<file path="config.mk">
export PLATFORM = sky130hd
export DESIGN_NAME = pc_brkpt_unit
export DESIGN_NICKNAME = d
export VERILOG_FILES = /design/src/rtl/pcbp_pkg.sv /design/src/rtl/pcbp_regfile.sv /design/src/rtl/pcbp_cmp.sv /design/src/rtl/pc_brkpt_unit.sv
export SDC_FILE = /design/constraint.sdc
export NUM_CORES = 1
export LEC_CHECK = 0
export ABC_CLOCK_PERIOD_IN_PS = 1400
export BUFFER_PORTS_ARGS = -buffer_cell sky130_fd_sc_hd__buf_4
export CORE_ASPECT_RATIO = 0.9
export CORE_MARGIN = 4
export CORE_UTILIZATION = 53
export DETAILED_ROUTE_END_ITERATION = 7
export PLACE_DENSITY = 0.8
export SETUP_SLACK_MARGIN = 0.4
export SLEW_MARGIN = 20
export SYNTH_ARGS = -nofsm -noshare
export SYNTH_HDL_FRONTEND = slang
export SYNTH_SLANG_ARGS = --single-unit
</file>
<file path="constraint.sdc">
create_clock -name clk -period 1.4 [get_ports clk]
set_input_delay 0.28 -clock clk [delete_from_list [all_inputs] [get_ports clk]]
set_output_delay 0.28 -clock clk [all_outputs]
set_load 0.02 [all_outputs]
</file>
<file path="src/rtl/pcbp_pkg.sv">
package pcbp_pkg;
    localparam int unsigned NUM_SLOTS = 4;
    localparam int unsigned CODE_W    = 5;

    localparam logic [CODE_W-1:0] CODE_SLOT0 = 5'h08;
    localparam logic [CODE_W-1:0] CODE_SLOT1 = 5'h18;
    localparam logic [CODE_W-1:0] CODE_SLOT2 = 5'h1A;
    localparam logic [CODE_W-1:0] CODE_SLOT3 = 5'h1B;
    localparam logic [CODE_W-1:0] CODE_MASK  = 5'h0F;

    // register code that selects breakpoint slot idx
    function automatic logic [CODE_W-1:0] slot_code(input int unsigned idx);
        logic [CODE_W-1:0] c;
        unique case (idx)
            0:       c = CODE_SLOT0;
            1:       c = CODE_SLOT1;
            2:       c = CODE_SLOT2;
            default: c = CODE_SLOT3;
        endcase
        return c;
    endfunction

    function automatic logic code_known(input logic [CODE_W-1:0] c);
        return (c == CODE_SLOT0) || (c == CODE_SLOT1) || (c == CODE_SLOT2) ||
               (c == CODE_SLOT3) || (c == CODE_MASK);
    endfunction
endpackage

</file>
<file path="src/rtl/pcbp_regfile.sv">
module pcbp_regfile
    import pcbp_pkg::*;
#(
    parameter int unsigned ADDR_W = 32
) (
    input  logic                               clk,
    input  logic                               rst_n,
    input  logic                               wr_en,
    input  logic [CODE_W-1:0]                  wr_code,
    input  logic [ADDR_W-1:0]                  wr_data,
    output logic [NUM_SLOTS-1:0][ADDR_W-1:0]   bp_word,
    output logic [ADDR_W-1:0]                  bp_mask
);

    // one write-only word per slot; for slots above 0 bit 0 is the valid bit
    for (genvar s = 0; s < NUM_SLOTS; s++) begin : g_slot
        always_ff @(posedge clk or negedge rst_n) begin
            if (!rst_n) begin
                bp_word[s] <= '0;
            end else if (wr_en && (wr_code == slot_code(s))) begin
                bp_word[s] <= wr_data;
            end
        end
    end

    always_ff @(posedge clk or negedge rst_n) begin
        if (!rst_n) begin
            bp_mask <= '0;
        end else if (wr_en && (wr_code == CODE_MASK)) begin
            bp_mask <= wr_data;
        end
    end

    // strobes that are off or carry an unknown code leave the bank alone
    p_ignore_write_r7: assert property (@(posedge clk) disable iff (!rst_n)
        (!wr_en || !code_known(wr_code)) |=> ($stable(bp_word) && $stable(bp_mask)));

    // valid bits are clear one edge after reset is seen low
    p_rst_valid_r1: assert property (@(posedge clk)
        !rst_n |=> (bp_word[1][0] == 1'b0 && bp_word[2][0] == 1'b0 &&
                    bp_word[3][0] == 1'b0 && bp_mask == '0));

endmodule

</file>
<file path="src/rtl/pcbp_cmp.sv">
module pcbp_cmp #(
    parameter int unsigned ADDR_W   = 32,
    parameter bit          HAS_MASK = 1'b0
) (
    input  logic [ADDR_W-1:0] pc,
    input  logic [ADDR_W-1:0] bp_addr,
    input  logic [ADDR_W-1:0] bp_mask,
    input  logic              arm,
    output logic              match
);
    // the masked variant covers every bit; the plain one drops bit 0,
    // which holds the valid flag there
    localparam logic [ADDR_W-1:0] KEEP =
        HAS_MASK ? {ADDR_W{1'b1}} : {{(ADDR_W-1){1'b1}}, 1'b0};

    logic [ADDR_W-1:0] diff;

    always_comb begin
        diff  = (pc ^ bp_addr) & ~bp_mask & KEEP;
        match = arm && (diff == '0);
    end
endmodule

</file>
<file path="src/rtl/pc_brkpt_unit.sv">
module pc_brkpt_unit
    import pcbp_pkg::*;
#(
    parameter int unsigned ADDR_W = 32
) (
    input  logic                 clk,
    input  logic                 rst_n,
    input  logic                 wr_en,
    input  logic [CODE_W-1:0]    wr_code,
    input  logic [ADDR_W-1:0]    wr_data,
    input  logic [ADDR_W-1:0]    pc,
    input  logic                 slot0_en,
    output logic [NUM_SLOTS-1:0] hit_vec,
    output logic                 hit_any
);

    logic [NUM_SLOTS-1:0][ADDR_W-1:0] bp_word;
    logic [ADDR_W-1:0]                bp_mask;
    logic [NUM_SLOTS-1:0]             match_now;

    pcbp_regfile #(.ADDR_W(ADDR_W)) regs_i (
        .clk     (clk),
        .rst_n   (rst_n),
        .wr_en   (wr_en),
        .wr_code (wr_code),
        .wr_data (wr_data),
        .bp_word (bp_word),
        .bp_mask (bp_mask)
    );

    for (genvar s = 0; s < NUM_SLOTS; s++) begin : g_cmp
        if (s == 0) begin : g_masked
            pcbp_cmp #(.ADDR_W(ADDR_W), .HAS_MASK(1'b1)) cmp_i (
                .pc      (pc),
                .bp_addr (bp_word[s]),
                .bp_mask (bp_mask),
                .arm     (slot0_en),
                .match   (match_now[s])
            );
        end else begin : g_plain
            pcbp_cmp #(.ADDR_W(ADDR_W), .HAS_MASK(1'b0)) cmp_i (
                .pc      (pc),
                .bp_addr (bp_word[s]),
                .bp_mask ({ADDR_W{1'b0}}),
                .arm     (bp_word[s][0]),
                .match   (match_now[s])
            );
        end
    end

    always_ff @(posedge clk or negedge rst_n) begin
        if (!rst_n) begin
            hit_vec <= '0;
            hit_any <= 1'b0;
        end else begin
            hit_vec <= match_now;
            hit_any <= |match_now;
        end
    end

    // combined flag agrees with the per-slot flags
    p_any_is_or_r9: assert property (@(posedge clk) disable iff (!rst_n)
        hit_any == (|hit_vec));

    // a disarmed slot 0 never reports
    p_slot0_gate_r3: assert property (@(posedge clk) disable iff (!rst_n)
        ($past(rst_n) && !$past(slot0_en)) |-> !hit_vec[0]);

    for (genvar s = 1; s < NUM_SLOTS; s++) begin : g_chk
        // a clear valid bit keeps the slot silent
        p_valid_gate_r6: assert property (@(posedge clk) disable iff (!rst_n)
            ($past(rst_n) && !$past(bp_word[s][0])) |-> !hit_vec[s]);
        // an upper-address mismatch is never rescued by the mask
        p_unmasked_r4: assert property (@(posedge clk) disable iff (!rst_n)
            ($past(rst_n) && ($past(pc[ADDR_W-1:1]) != $past(bp_word[s][ADDR_W-1:1])))
            |-> !hit_vec[s]);
    end

endmodule

</file>
# Yosys cells after proc, flatten, opt, wreduce, memory -nomap -nowiden
# Index checks and enable logic that the tools add are counted.
dict set report word_totals {
  input_bits 73
  wordCells 32
  output_inout_bits 5
  regBits 165
}
dict set report classes {
  reduce_logical 14
  n_eq_ne 5
  bitwise_logic 6
}
# cell count
set ops {}
lappend ops {{zero test 32 bit} 4}
lappend ops {{bitwise XOR 32 bit} 4}
lappend ops {{bitwise AND 32 bit} 1}
lappend ops {{inverter 32 bit} 1}
lappend ops {{== test 5 bit, second input constant} 3}
lappend ops {{== test 5 x 4 -> 1 bit, second input constant} 2}
lappend ops {{logical AND 1 bit} 9}
lappend ops {{OR reduction 4 bit} 1}

# Longest topological paths before layout
dict set report logic_depth {
  depth_word 5
  mapped_depth 7
  depth_no_buf 6
}

# Hierarchy
# A second synthesis with hierarchy kept.
dict set report unflattened {
  hier_cells 584
  hier_area_um2 7998.9
}
# module cells_per_inst instances area_each_um2 seq_area_each_um2
set modules_own_cells {}
lappend modules_own_cells {pcbp_regfile 348 1 6184.7 4003.8}
lappend modules_own_cells {{pcbp_cmp (g_cmp[1].g_plain.cmp_i ...)} 57 3 414.1 0.0}
lappend modules_own_cells {{pcbp_cmp (g_cmp[0].g_masked.cmp_i)} 58 1 435.4 0.0}
lappend modules_own_cells {pc_brkpt_unit 7 1 136.4 125.1}

# Worst setup path before layout
# OpenSTA, ideal clock, no wires.
dict set report synth_timing {
  path_type {in2reg}
  from {input wr_en}
  to {register regs_i.bp_word[10] (netlist bit)}
  path_stages 6
  path_buffers 2
  setup_slack_ns -0.099
  t_arrival_ns 1.371
  cell_sequence {nand2_1 nor4_1 nor2b_1 buf_2 buf_4 mux2_1}
}
dict set report synth_via {
  elab_chain_len 1
}
# item line
set synth_rtl {}
lappend synth_rtl {{start, declared} pc_brkpt_unit.sv:8} ;# input logic wr_en,
lappend synth_rtl {{logical AND 1 bit} pcbp_regfile.sv:20} ;# end else if (wr_en && (wr_code == slot_code(s))) begin
lappend synth_rtl {{end signal, assigned by index} pcbp_regfile.sv:21} ;# bp_word[s] <= wr_data;
lappend synth_rtl {{end, declared} pcbp_regfile.sv:11} ;# output logic [NUM_SLOTS-1:0][ADDR_W-1:0] bp_word,
# Every way passes these cells.
# A chain may end at the register's enable or synchronous reset.

# Worst setup path in the final report
dict set report layout_timing {
  from {register regs_i.bp_word[73] (netlist bit)}
  to {register hit_any}
}
dict set report layout_via {
  elab_chain_len 4
}
# item line
set layout_rtl {}
lappend layout_rtl {{bitwise XOR 32 bit} pcbp_cmp.sv:19} ;# diff = (pc ^ bp_addr) & ~bp_mask & KEEP;
lappend layout_rtl {{zero test 32 bit} pcbp_cmp.sv:20} ;# match = arm && (diff == '0);
lappend layout_rtl {{logical AND 1 bit} pcbp_cmp.sv:20}
lappend layout_rtl {{via g_cmp[2].g_plain.cmp_i.match} pcbp_cmp.sv:9} ;# output logic match
lappend layout_rtl {{OR reduction 4 bit} pc_brkpt_unit.sv:57} ;# hit_any <= |match_now;
lappend layout_rtl {{end signal, assigned} pc_brkpt_unit.sv:57}
lappend layout_rtl {{end, declared} pc_brkpt_unit.sv:14} ;# output logic hit_any
# The timed path passes the listed nets, and every way through them passes these cells.

==> results.md <==
- Synth Instances: 538
- Clock slew at reported path FFs: 0.07 ns
- Pre-CTS setup slack: -0.3738 ns
- First-pass GRT wire length: 39.16 mm
- RR Startpoint: regs_i.bp_word[73]
- Pwr/cell area: 1339 nW/um^2
- Most common cell in the netlist: dfrtp_1
- Leak: 5.526 nW
- Failing checks: setup timing
- Synth top area cells: dfrtp_1, mux2_1, xor2_1
- Synth-to-layout area growth: 54.75%
- GRT Total Usage: 0.3294
- Register area share after synthesis: 0.5462
- Vias in the first global route: 6,349
- Worst hold-check path type: in -> reg
- Reg2reg setup slack: -0.46 ns
- Synth cell count leaders: dfrtp_1, mux2_1, xor2_1, xnor2_1, nor4_1
- Mapped Avg Cell Area: 14.05 sq um
- Worst Hold End: regs_i.bp_word[88]
- Diodes inserted: 0
- RSZ-0062 raised after global routing: yes
- Via count: 5,848
- GR Overflow Total: 0
- CTS Sinks: 165
- Largest area contributor in the netlist: dfrtp_1
- Asr flop ratio synth: 1.000
- Post-route clock period utilization: 1.332
- Slew margin rel.: 0.7140
- NumNets Final: 844
- Die Y: 121.3 microns
- Worst-Skew Late Latency: 0.44 ns
- Run status: complete, but fails checks
- Final cell count without fillers: 977
- Post-synth top area share: 0.5462
- Longest Clk Path Bufs: 2
- Main synth FF type: dfrtp_1
- Num rows: 41
- Crit Path Class: reg -> reg
- Worst setup startpoint: regs_i.bp_word[73]
- CTS tree: yes
- Final WL: 27.28 mm
- Crit path max fanout: 2
- Post-DRT Antenna Nets: 0
- Routed WL per cell: 27.92 microns
- Worst Path Arrival: 2.18 ns
- Die W: 133.9 microns
- Hold path cells: 2
- H-tree Lvls: 4
- Critical path, cell by cell: xor2_1 > nor4_2 > nand2_1 > nor4_1 > buf_4 > or4_1
- Worst EP required: 1.72 ns
- HPWL after DPL: 14.63 mm
- Max cap viols: 0
- Fin crit period: 1.864 ns
- Endpoints failing setup: 5
- Die Area: 16,240 sq um
- Slowest CP cell: or4_1
- Pre-antenna DRT Iters: 5
- Max VDD drop: 1.011 mV
- Mapped Area: 7560 sq um
- Setup ws final: -0.4644 ns
- Endpoints failing hold: 0
- Largest net degree at the start of global routing: 41
- Core area: 14,000 sq um
- GP Congestion: 0.9318
- CTS buffer count: 17
- FF-to-FF path depth: 6
- CP startpoint kind: flip-flop
- Initial DRC count: 614
- Total power: 15.66 mW
- Pins over their slew limit: 0
- EDFF count, synth: 0
- Cells after DPL: 906
- Peak Freq: 536.4 MHz
- Placed cell areas: 9905 sq um
- DR DRC count: 0
- Antenna violations before repair: 0
- Max Clock Skew: 0.008464 ns
- Library cells used by synthesis: 20
- Critical Path Sink Type: flip-flop
- Port-buffer cells: 77
- Share of cells above drive strength 1: 0.5957
- Hold Crit Start: wr_data[24]
- CTS Root Cell: clkbuf_16
- Worst slew pin tran: 0.4276 ns
- Final instance area: 11,700 sq um
- Syn Nets: 611
- Io pins: 78
- Synth warnings: 0
- Fill cells: 602
- Via density per instance: 5.986
- Setup_tns: -1.673 ns
- Reg-to-Reg End: hit_any
- Initial Util: 0.5398
- Yosys reg bits: 165
- Max stage delay on crit path: 0.50 ns
==> stage by stage <==
stage | hold WS [ns] | util
final | 0.1122 | 0.8353
after detailed placement | 0.2089 | 0.7072
after global routing | 0.1039 | 0.8353
after CTS | 0.1029 | 0.8127
after global placement | 0.2100 | 0.7072
after floorplan | -0.01559 | -
==> per-layer routing <==
| metal | vias up | GRT usage | share of wire |
|---|---|---|---|
| met2 | 343 | 0.5338 | 0.47 |
| met1 | 3042 | 0.4244 | 0.41 |
| met5 | - | 0 | 0 |
| li1 | 2368 | - | - |
| met3 | 95 | 0.07794 | 0.073 |
| met4 | 0 | 0.1472 | 0.047 |
==> cells in the final DEF, fill, tap and decap left out, types with 12 or more instances in the layout <==
cell type  Yosys  layout
xnor2_1       53      48
buf_6          0      25
mux2_4         0     160
buf_12         0      30
o22ai_1       14      12
buf_4          3     161
xor2_1        72      66
clkbuf_16      0      18
dfrtp_1      165     165
nor4_2         2      14
==> power breakdown <==
part | internal [mW] | switching [mW]
registers | 5.68 | 0.782
clock network | 2.90 | 2.06
logic | 2.48 | 1.76
total | 11.1 | 4.60
==> worst max-delay path, delay by kind of cell, from the launching register on <==
| family | cells | cell delay (ns) |
|---|---|---|
| XOR/XNOR | 1 | 0.39 |
| buffers and inverters | 1 | 0.14 |
| flip-flops | 1 | 0.40 |
| AND/OR/NAND/NOR | 4 | 0.81 |
==> sequential cells by signal, summed over array words and instances (netlist names) <==
register        cells
hit_any             1
hit_vec             4
regs_i.bp_mask     32
regs_i.bp_word    128
==> worst max path at each step <==
stage | to | slack (ns) | depth (start not counted)
after floorplan | regs_i.bp_word[10] | -0.02 | 5
after CTS | hit_any | -0.29 | 7
after global routing | hit_any | -0.46 | 7
after detailed placement | hit_any | -0.37 | 9
final | hit_any | -0.46 | 6
after global placement | hit_any | -0.40 | 8
==> cell families (layout without fill, tap and decap cells) <==
logic type                after synthesis  in the layout  share of synthesized area
DFF                                   165            165                     0.5462
muxes                                 160            160                     0.2383
xor gates and xnor gates              125            125                     0.1448
and+or+nand+nor                        54             54                    0.04303
AOI/OAI and AO/OA                      17             17                    0.01539
buffers and inverters                  17            263                    0.01225
==> final cells by class <==
| class | instances | area (sq um) | share of cell area |
|---|---|---|---|
| multi-input combinational | 356 | 4287 | 0.3664 |
| timing repair buffer | 231 | 2432 | 0.2079 |
| clock buffer | 20 | 456.7 | 0.03904 |
| sequential | 165 | 4129 | 0.3529 |
| clock inverter | 12 | 152.6 | 0.01305 |
| tap | 193 | 241.5 | 0.02064 |
==> timing repair <==
item	4_1_cts	5_1_grt
gates cloned	9	1
endpoints found under the setup margin	162	189
resized for setup	95	36
pin swaps	12	16
endpoints found under the hold margin	31	0
setup buffers	18	10
hold buffers	1	0
Note: power is estimated with default switching activity, not from simulation.
